### src/rtl/fault_guard_pkg.sv
package fault_guard_pkg;

    typedef enum logic {
        SRC_PIN = 1'b0,
        SRC_CMP = 1'b1
    } src_e;

    typedef enum logic {
        RX_GATE = 1'b0,
        RX_HALT = 1'b1
    } react_e;

    typedef struct packed {
        logic inp;
        logic fault;
        logic evt;
    } react_st_t;

endpackage

### src/rtl/fault_sync.sv
module fault_sync #(
    parameter int STAGES = 2
) (
    input  logic clk,
    input  logic rst_n,
    input  logic d_in,
    output logic q_out
);
    logic [STAGES-1:0] sh_d, sh_q;

    always_comb begin
        sh_d = {sh_q[STAGES-2:0], d_in};
    end

    always_ff @(posedge clk or negedge rst_n) begin
        if (!rst_n) sh_q <= '0;
        else        sh_q <= sh_d;
    end

    assign q_out = sh_q[STAGES-1];
endmodule

### src/rtl/fault_filter.sv
module fault_filter #(
    parameter int WIN = 4
) (
    input  logic clk,
    input  logic rst_n,
    input  logic en,
    input  logic raw,
    output logic out
);
    localparam int CW = (WIN > 1) ? $clog2(WIN) : 1;
    localparam logic [CW-1:0] LAST = CW'(WIN - 1);

    typedef struct packed {
        logic          lvl;
        logic [CW-1:0] cnt;
    } filt_st_t;

    filt_st_t st_d, st_q;

    always_comb begin
        st_d = st_q;
        if (raw == st_q.lvl) begin
            st_d.cnt = '0;
        end else if (st_q.cnt == LAST) begin
            st_d.lvl = raw;
            st_d.cnt = '0;
        end else begin
            st_d.cnt = st_q.cnt + 1'b1;
        end
    end

    always_ff @(posedge clk or negedge rst_n) begin
        if (!rst_n) st_q <= '0;
        else        st_q <= st_d;
    end

    assign out = en ? st_q.lvl : raw;
endmodule

### src/rtl/fault_react.sv
module fault_react
    import fault_guard_pkg::*;
(
    input  logic      clk,
    input  logic      rst_n,
    input  logic      act,
    input  react_e    mode,
    input  logic      restart,
    output react_st_t st
);
    react_st_t st_d, st_q;

    always_comb begin
        st_d.inp   = act;
        st_d.evt   = act & ~st_q.inp;
        st_d.fault = (mode == RX_HALT) & (act | (st_q.fault & ~restart));
    end

    always_ff @(posedge clk or negedge rst_n) begin
        if (!rst_n) st_q <= '0;
        else        st_q <= st_d;
    end

    assign st = st_q;
endmodule

### src/rtl/fault_guard.sv
module fault_guard
    import fault_guard_pkg::*;
#(
    parameter int SYNC_STAGES = 2,
    parameter int FILT_WIN    = 4
) (
    input  logic clk,
    input  logic rst_n,
    input  logic pin_in,
    input  logic cmp_in,
    input  logic cfg_src_cmp,
    input  logic cfg_active_high,
    input  logic cfg_filter_en,
    input  logic cfg_halt_mode,
    input  logic cfg_target_b,
    input  logic cfg_async_en,
    input  logic sw_restart,
    output logic kill_a,
    output logic kill_b,
    output logic halt,
    output logic fault_evt
);
    logic      pin_sync;
    logic      sel_sync;
    logic      act_sync;
    logic      filt_act;
    logic      raw_act;
    logic      async_kill;
    src_e      src;
    react_e    mode;
    react_st_t rst_st;

    assign src  = src_e'(cfg_src_cmp);
    assign mode = react_e'(cfg_halt_mode);

    fault_sync #(.STAGES(SYNC_STAGES)) u_sync (
        .clk   (clk),
        .rst_n (rst_n),
        .d_in  (pin_in),
        .q_out (pin_sync)
    );

    assign sel_sync = (src == SRC_CMP) ? cmp_in : pin_sync;
    assign act_sync = sel_sync ^ ~cfg_active_high;

    fault_filter #(.WIN(FILT_WIN)) u_filt (
        .clk   (clk),
        .rst_n (rst_n),
        .en    (cfg_filter_en),
        .raw   (act_sync),
        .out   (filt_act)
    );

    fault_react u_react (
        .clk     (clk),
        .rst_n   (rst_n),
        .act     (filt_act),
        .mode    (mode),
        .restart (sw_restart),
        .st      (rst_st)
    );

    assign raw_act    = ((src == SRC_CMP) ? cmp_in : pin_in) ^ ~cfg_active_high;
    assign async_kill = cfg_async_en & raw_act;

    always_comb begin
        if (mode == RX_HALT) begin
            kill_a = rst_st.fault;
            kill_b = rst_st.fault;
        end else begin
            kill_a = rst_st.inp & ~cfg_target_b;
            kill_b = rst_st.inp &  cfg_target_b;
        end
        kill_a = kill_a | (async_kill & ~cfg_target_b);
        kill_b = kill_b | (async_kill &  cfg_target_b);
    end

    assign halt      = rst_st.fault;
    assign fault_evt = rst_st.evt;
endmodule

### config.mk
export PLATFORM = sky130hd
export DESIGN_NAME = fault_guard
export DESIGN_NICKNAME = d
export VERILOG_FILES = /design/src/rtl/fault_guard_pkg.sv /design/src/rtl/fault_sync.sv /design/src/rtl/fault_filter.sv /design/src/rtl/fault_react.sv /design/src/rtl/fault_guard.sv
export SDC_FILE = /design/constraint.sdc
export NUM_CORES = 1
export LEC_CHECK = 0
export BUFFER_PORTS_ARGS = -buffer_cell sky130_fd_sc_hd__buf_2
export CAP_MARGIN = 20
export CORE_AREA = 2 2 39 41
export CTS_CLUSTER_SIZE = 12
export DETAILED_ROUTE_END_ITERATION = 6
export DIE_AREA = 0 0 41 43
export HOLD_SLACK_MARGIN = 0.03
export PLACE_DENSITY_LB_ADDON = 0.1
export SYNTH_ARGS = -nofsm -noshare
export SYNTH_HDL_FRONTEND = slang
export SYNTH_SLANG_ARGS = --single-unit
### constraint.sdc
create_clock -name clk -period 1.6 [get_ports clk]
set_clock_uncertainty 0.05 [all_clocks]
set_input_delay 0.08 -clock clk [delete_from_list [all_inputs] [get_ports clk]]
set_output_delay 0.08 -clock clk [all_outputs]
set_load 0.005 [all_outputs]
* Word-level counts from Yosys, hierarchy flattened *
Cells that the tools add are included.

storage, ports and cells
  flip-flop bits (word level) = 8
  logic and storage cells = 35
  input port bits = 11
  output and inout port bits = 4

operators by class
  bitwise gates (word level) = 18
  eq/ne operators = 2
  add/sub/neg operators = 1
  reductions and logical operators = 1
  muxes and demuxes = 7

operators with widths
  kind                   count
  $and A1 B1 Y1          8
  $mux W1                5
  $not A1 Y1             5
  $mux W2                2
  $or A1 B1 Y1           3
  $add A2 B1 Y2 const B  1
  $eq A2 B2 Y1 const B   1
  $reduce_and A2 Y1      1
  $xor A1 B1 Y1          2
  $eq A1 B1 Y1           1

* Logic depth before layout (Yosys ltp) *
  depth in word-level cells = 5
  depth in mapped cells = 3
  gate-level depth less buffers = 3

* Hierarchy *
From an unflattened synthesis, not the netlist that was laid out.

second synthesis, totals
  cells, all modules = 29
  area total of the unflattened synthesis = 371.6 sq um

by module, submodules not included
  module        cells an instance  times used  sequential area each (sq um)  area an instance (sq um)
  fault_filter  9                  1           75.1                          135.1
  fault_react   6                  1           75.1                          102.6
  fault_guard   12                 1           0.0                           83.8
  fault_sync    2                  1           50.0                          50.0

* Worst setup path after synthesis *
No wires, ideal clock.

  kind = register -> register
  start point = register u_sync.sh_q[1]
  end point = register u_filt.st_q[2] (netlist name)
  cell stages (with the launch flop) = 4
  setup time = 125 ps
  slack = 464 ps
  arrival time = 961 ps
  path through = dfrtp_1 -> mux2i_2 -> xor2_1 -> mux2_2

between the ends
  word-level cells in the longest chain between the ends = 5

RTL lines
  element                             line                source
  from (decl)                         fault_sync.sv:9     logic [STAGES-1:0] sh_d, sh_q;
  from (signal assigned)              fault_sync.sv:16    if (!rst_n) sh_q <= '0;
  from (signal assigned)              fault_sync.sv:17    else sh_q <= sh_d;
  $mux W1 (*)                         fault_guard.sv:43   assign sel_sync = (src == SRC_CMP) ? cmp_in : pin_sync;
  $xor A1 B1 Y1 (*)                   fault_guard.sv:44   assign act_sync = sel_sync ^ ~cfg_active_high;
  $eq A1 B1 Y1                        fault_filter.sv:22  if (raw == st_q.lvl) begin
  $not A1 Y1 (no source line)         -
  $reduce_and A2 Y1 (no source line)  -
  to (signal assigned)                fault_filter.sv:34  else st_q <= st_d;
  to (decl)                           fault_filter.sv:18  filt_st_t st_d, st_q;

Every way passes the cells marked *; elsewhere a longest branch is shown, timed or not.
A chain may end at the register's enable or synchronous reset.

* Worst setup path in the final report *
  start point = input pin_in
  end point = output kill_b

between the ends
  word-level cells in the longest chain between the ends = 5

RTL lines
  element        line               source
  from (decl)    fault_guard.sv:9   input logic pin_in,
  $mux W1        fault_guard.sv:63  assign raw_act = ((src == SRC_CMP) ? cmp_in : pin_in) ^ ~cfg_active_high;
  $xor A1 B1 Y1  fault_guard.sv:63
  $and A1 B1 Y1  fault_guard.sv:64  assign async_kill = cfg_async_en & raw_act;
  $and A1 B1 Y1  fault_guard.sv:75  kill_b = kill_b | (async_kill & cfg_target_b);
  $or A1 B1 Y1   fault_guard.sv:75
  to (decl)      fault_guard.sv:19  output logic kill_b,

No other way between the ends.

==> impl_metrics.py <==
metrics = {
    "drt": {
        "viasPerCell": 4.59,
        "drc": 0,
        "drt_iter0_drc": 7,
        "first_pass_iters": 2,
        "routed-via-count": 317,
        "ant_nets": 0,
        "wl_um": 731,
        "wl_per_cell_um": 10.6,
    },
    "placed_design": {
        "portBuffers": 14,
        "place_worst_setup_slack_ns": 0.387,
        "hpwl_um": 587,
        "gp_congestion": 0.651,
        "dp.cells": 64,
    },
    "synth": {
        "synth_cells": 35,
        "async_flop_share_pct": 100,
        "syn_area_per_cell_um2": 11.7,
        "syn_nets": 47,
        "syn_area_um2": 409,
        "synth_top_family_by_area": "simple AND/OR/NAND/NOR gates",
        "synth-xor-area-share_pct": 9.79,
        "synth_common_cells": "8 x dfrtp_1, 4 x inv_1, 2 x nor3_1, 2 x o311ai_1, 2 x or3_1",
        "synth_compound_area_share_pct": 9.79,
        "yosysTopAreaCell": "dfrtp_1",
        "synth-edff-count": 0,
        "yosys_register_bits": 8,
        "yosys.cell_types.count": 22,
        "seq_area_frac_synth_pct": 48.9,
        "synth-simple-area-share_pct": 15.0,
        "synth_warnings": 0,
        "synth_fa_ha_area_share_pct": 3.06,
        "synth.area.top_cells": "dfrtp_1 49%, xnor3_1 5.5%, o311ai_1 4.3%, inv_1 3.7%, mux2i_2 3.4%",
        "synth.most_common_cell": "dfrtp_1",
        "netlist.area_leader.share_pct": 48.9,
        "muxShareOfSynthArea_pct": 8.56,
        "ys.flop_type": "dfrtp_1",
    },
    "grt": {
        "grt_antenna_before_repair": 0,
        "grt_most_used_layer": "met2",
        "met1_usage_pct": 11.4,
        "globalRouteMet3Util_pct": 3.14,
        "grt_pass1_wl_um": 1120,
        "grt.total_usage_pct": 9.67,
        "grt_max_degree": 9,
        "met2_usage_pct": 14.4,
        "overflow": 0,
        "grt_pass1_vias": 303,
    },
    "cts": {
        "path_clk_slew_ns": 0.05,
        "cts.sinks": 8,
        "cts_tree": "done",
        "cts-root-buf": "clkbuf_4",
        "numCtsBuffers": 3,
        "postCtsSetupRepairBufs": 0,
        "clkLatencyLatePin_ns": 0.25,
        "clk_path_buf_depth": 2,
        "h-tree-depth": 1,
    },
    "floorplanning": {
        "rows": 14,
        "die_h_um": 43,
        "die_area_um2": 1760,
        "ioPinCount": 15,
        "fp.dieW_um": 41,
        "initial_utilization_pct": 29.6,
        "core_area_um2": 1380,
    },
    "cells_and_area": {
        "stdcell_count": 69,
        "layout-drive-gt1-share_pct": 35.8,
        "nNetsFinal": 67,
        "antennaDiodeCount": 0,
        "area_growth_pct": 31.2,
    },
    "pwr": {
        "total_power_mw": 0.630,
        "p_leak_nw": 0.282,
        "power.density_nw_per_um2": 1170,
        "ir_drop_uv": 486,
    },
    "flow_run": {
        "maxCapViolCount": 0,
    },
    "min_path": {
        "hold_path.class": "in -> reg",
        "holdPathEnd": "u_react.st[1]$_DFF_PN0_",
        "hp-start": "cfg_halt_mode",
        "min_delay_path_depth": 3,
    },
    "worst_setup_path": {
        "crit_required_ns": 1.47,
        "crit_fanout": 2,
        "cp-end-kind": "output port",
        "critical_path_arrival_ns": 1.37,
        "reg2reg_to": "u_filt.st_q[2]$_DFFE_PN0P_",
        "rrSetupSlack_ns": 0.39,
        "worst-setup-path-type": "in -> out",
        "r2r-start": "u_sync.sh_q[1]$_DFF_PN0_",
        "start_kind": "input port",
        "ff2ff_path_depth": 3,
    },
    "sta": {
        "min_period_ns": 1.50,
        "setup_viol": 0,
        "worst_pin_slew_ns": 0.271,
        "final_hold_viol_count": 0,
        "slew_headroom_pct": 81.6,
        "whs_ns": 0.0499,
        "fmax_mhz": 666,
        "finalMaxSlewViolations": 0,
        "fin_crit_sh_pct": 93.9,
        "fin_ws_ns": 0.0977,
        "grt_setup_unrepaired": "false",
        "setup_total_negative_slack_ns": 0,
    },
    "outcome": {
        "outcome": "completed",
    },
}
[routing by layer]
layer / wire [um] / vias to the layer above
met5: 0 / -
met4: 0 / 0
li1: - / 163
met1: 363 / 143
met2: 309 / 11
met3: 58 / 0
[kinds of logic after synthesis]
logic type      Yosys count
simple gates             10
flops                     8
compound gates            5
buf+inv                   5
xor+xnor                  3
mux                       3
fa+ha+maj                 1
[worst max-delay path, stage by stage]
cell,delay [ns]
dlygate4sd3_1,0.53
buf_2,0.13
mux2i_1,0.15
xnor2_1,0.11
o311ai_1,0.22
buf_2,0.16
[metrics by stage]
step / utilization (%) / area [um2]
6_report: 38.8 / 537
2_1_floorplan: - / 409
4_1_cts: 38.8 / 537
3_3_place_gp: 35.7 / 494
3_5_place_dp: 35.7 / 494
5_1_grt: 38.8 / 537
[worst max path at each step]
stage,startpoint,cells after the start,to
after floorplan,u_sync.sh_q[1]$_DFF_PN0_,3,u_filt.st_q[2]$_DFFE_PN0P_
after global placement,u_sync.sh_q[1]$_DFF_PN0_,3,u_filt.st_q[2]$_DFFE_PN0P_
after detailed placement,u_sync.sh_q[1]$_DFF_PN0_,3,u_filt.st_q[2]$_DFFE_PN0P_
after CTS,pin_in,6,kill_a
after global routing,pin_in,6,kill_a
final,pin_in,6,kill_b
[state kept, by name, summed over array words and instances, names as in the netlist]
signal	cells
u_filt.st_q	3
u_react.st	3
u_sync.sh_q	2
[report_power, final]
| group | internal, mW | total [mW] | leakage [nW] | switching (mW) |
|---|---|---|---|---|
| sequential | 0.256 | 0.280 | 0.0982 | 0.0241 |
| combinational | 0.118 | 0.201 | 0.170 | 0.0835 |
| clock | 0.0854 | 0.148 | 0.0138 | 0.0626 |
| total | 0.459 | 0.630 | 0.282 | 0.170 |
[placed cells by master (no fill, tap or decap)]
cell	netlist	routed
o21ai_0	1	1
o211a_1	1	1
o21a_1	1	1
xnor2_1	1	1
xnor3_1	1	1
buf_2	0	14
xor2_1	1	1
dlygate4sd3_1	0	2
nor3_1	2	2
and4bb_1	1	1
mux2i_1	1	1
ha_1	1	1
clkbuf_4	0	3
nor2b_1	1	1
o311ai_1	2	2
nor2_1	1	1
nand2b_1	1	1
mux2_2	1	1
mux2i_2	1	1
dfrtp_1	8	8
inv_1	4	4
or3_1	2	2
nor4_1	1	1
nand2_1	1	1
[layout make-up]
type | instances | area [um2]
Inverter | 4 | 15.0
Timing Repair Buffer | 16 | 90.1
Multi-Input combinational cell | 22 | 189
Fill cell | 147 | 847
Tap cell | 16 | 20.0
Sequential cell | 8 | 200
Clock buffer | 3 | 22.5
[repair_timing]
item,4_1_cts,5_1_grt
hold endpoints to repair,9,0
hold buffers,2,0
resized for setup,0,0
endpoints found under the setup margin,0,0
No activity file was read; power rests on OpenSTA's default activity.
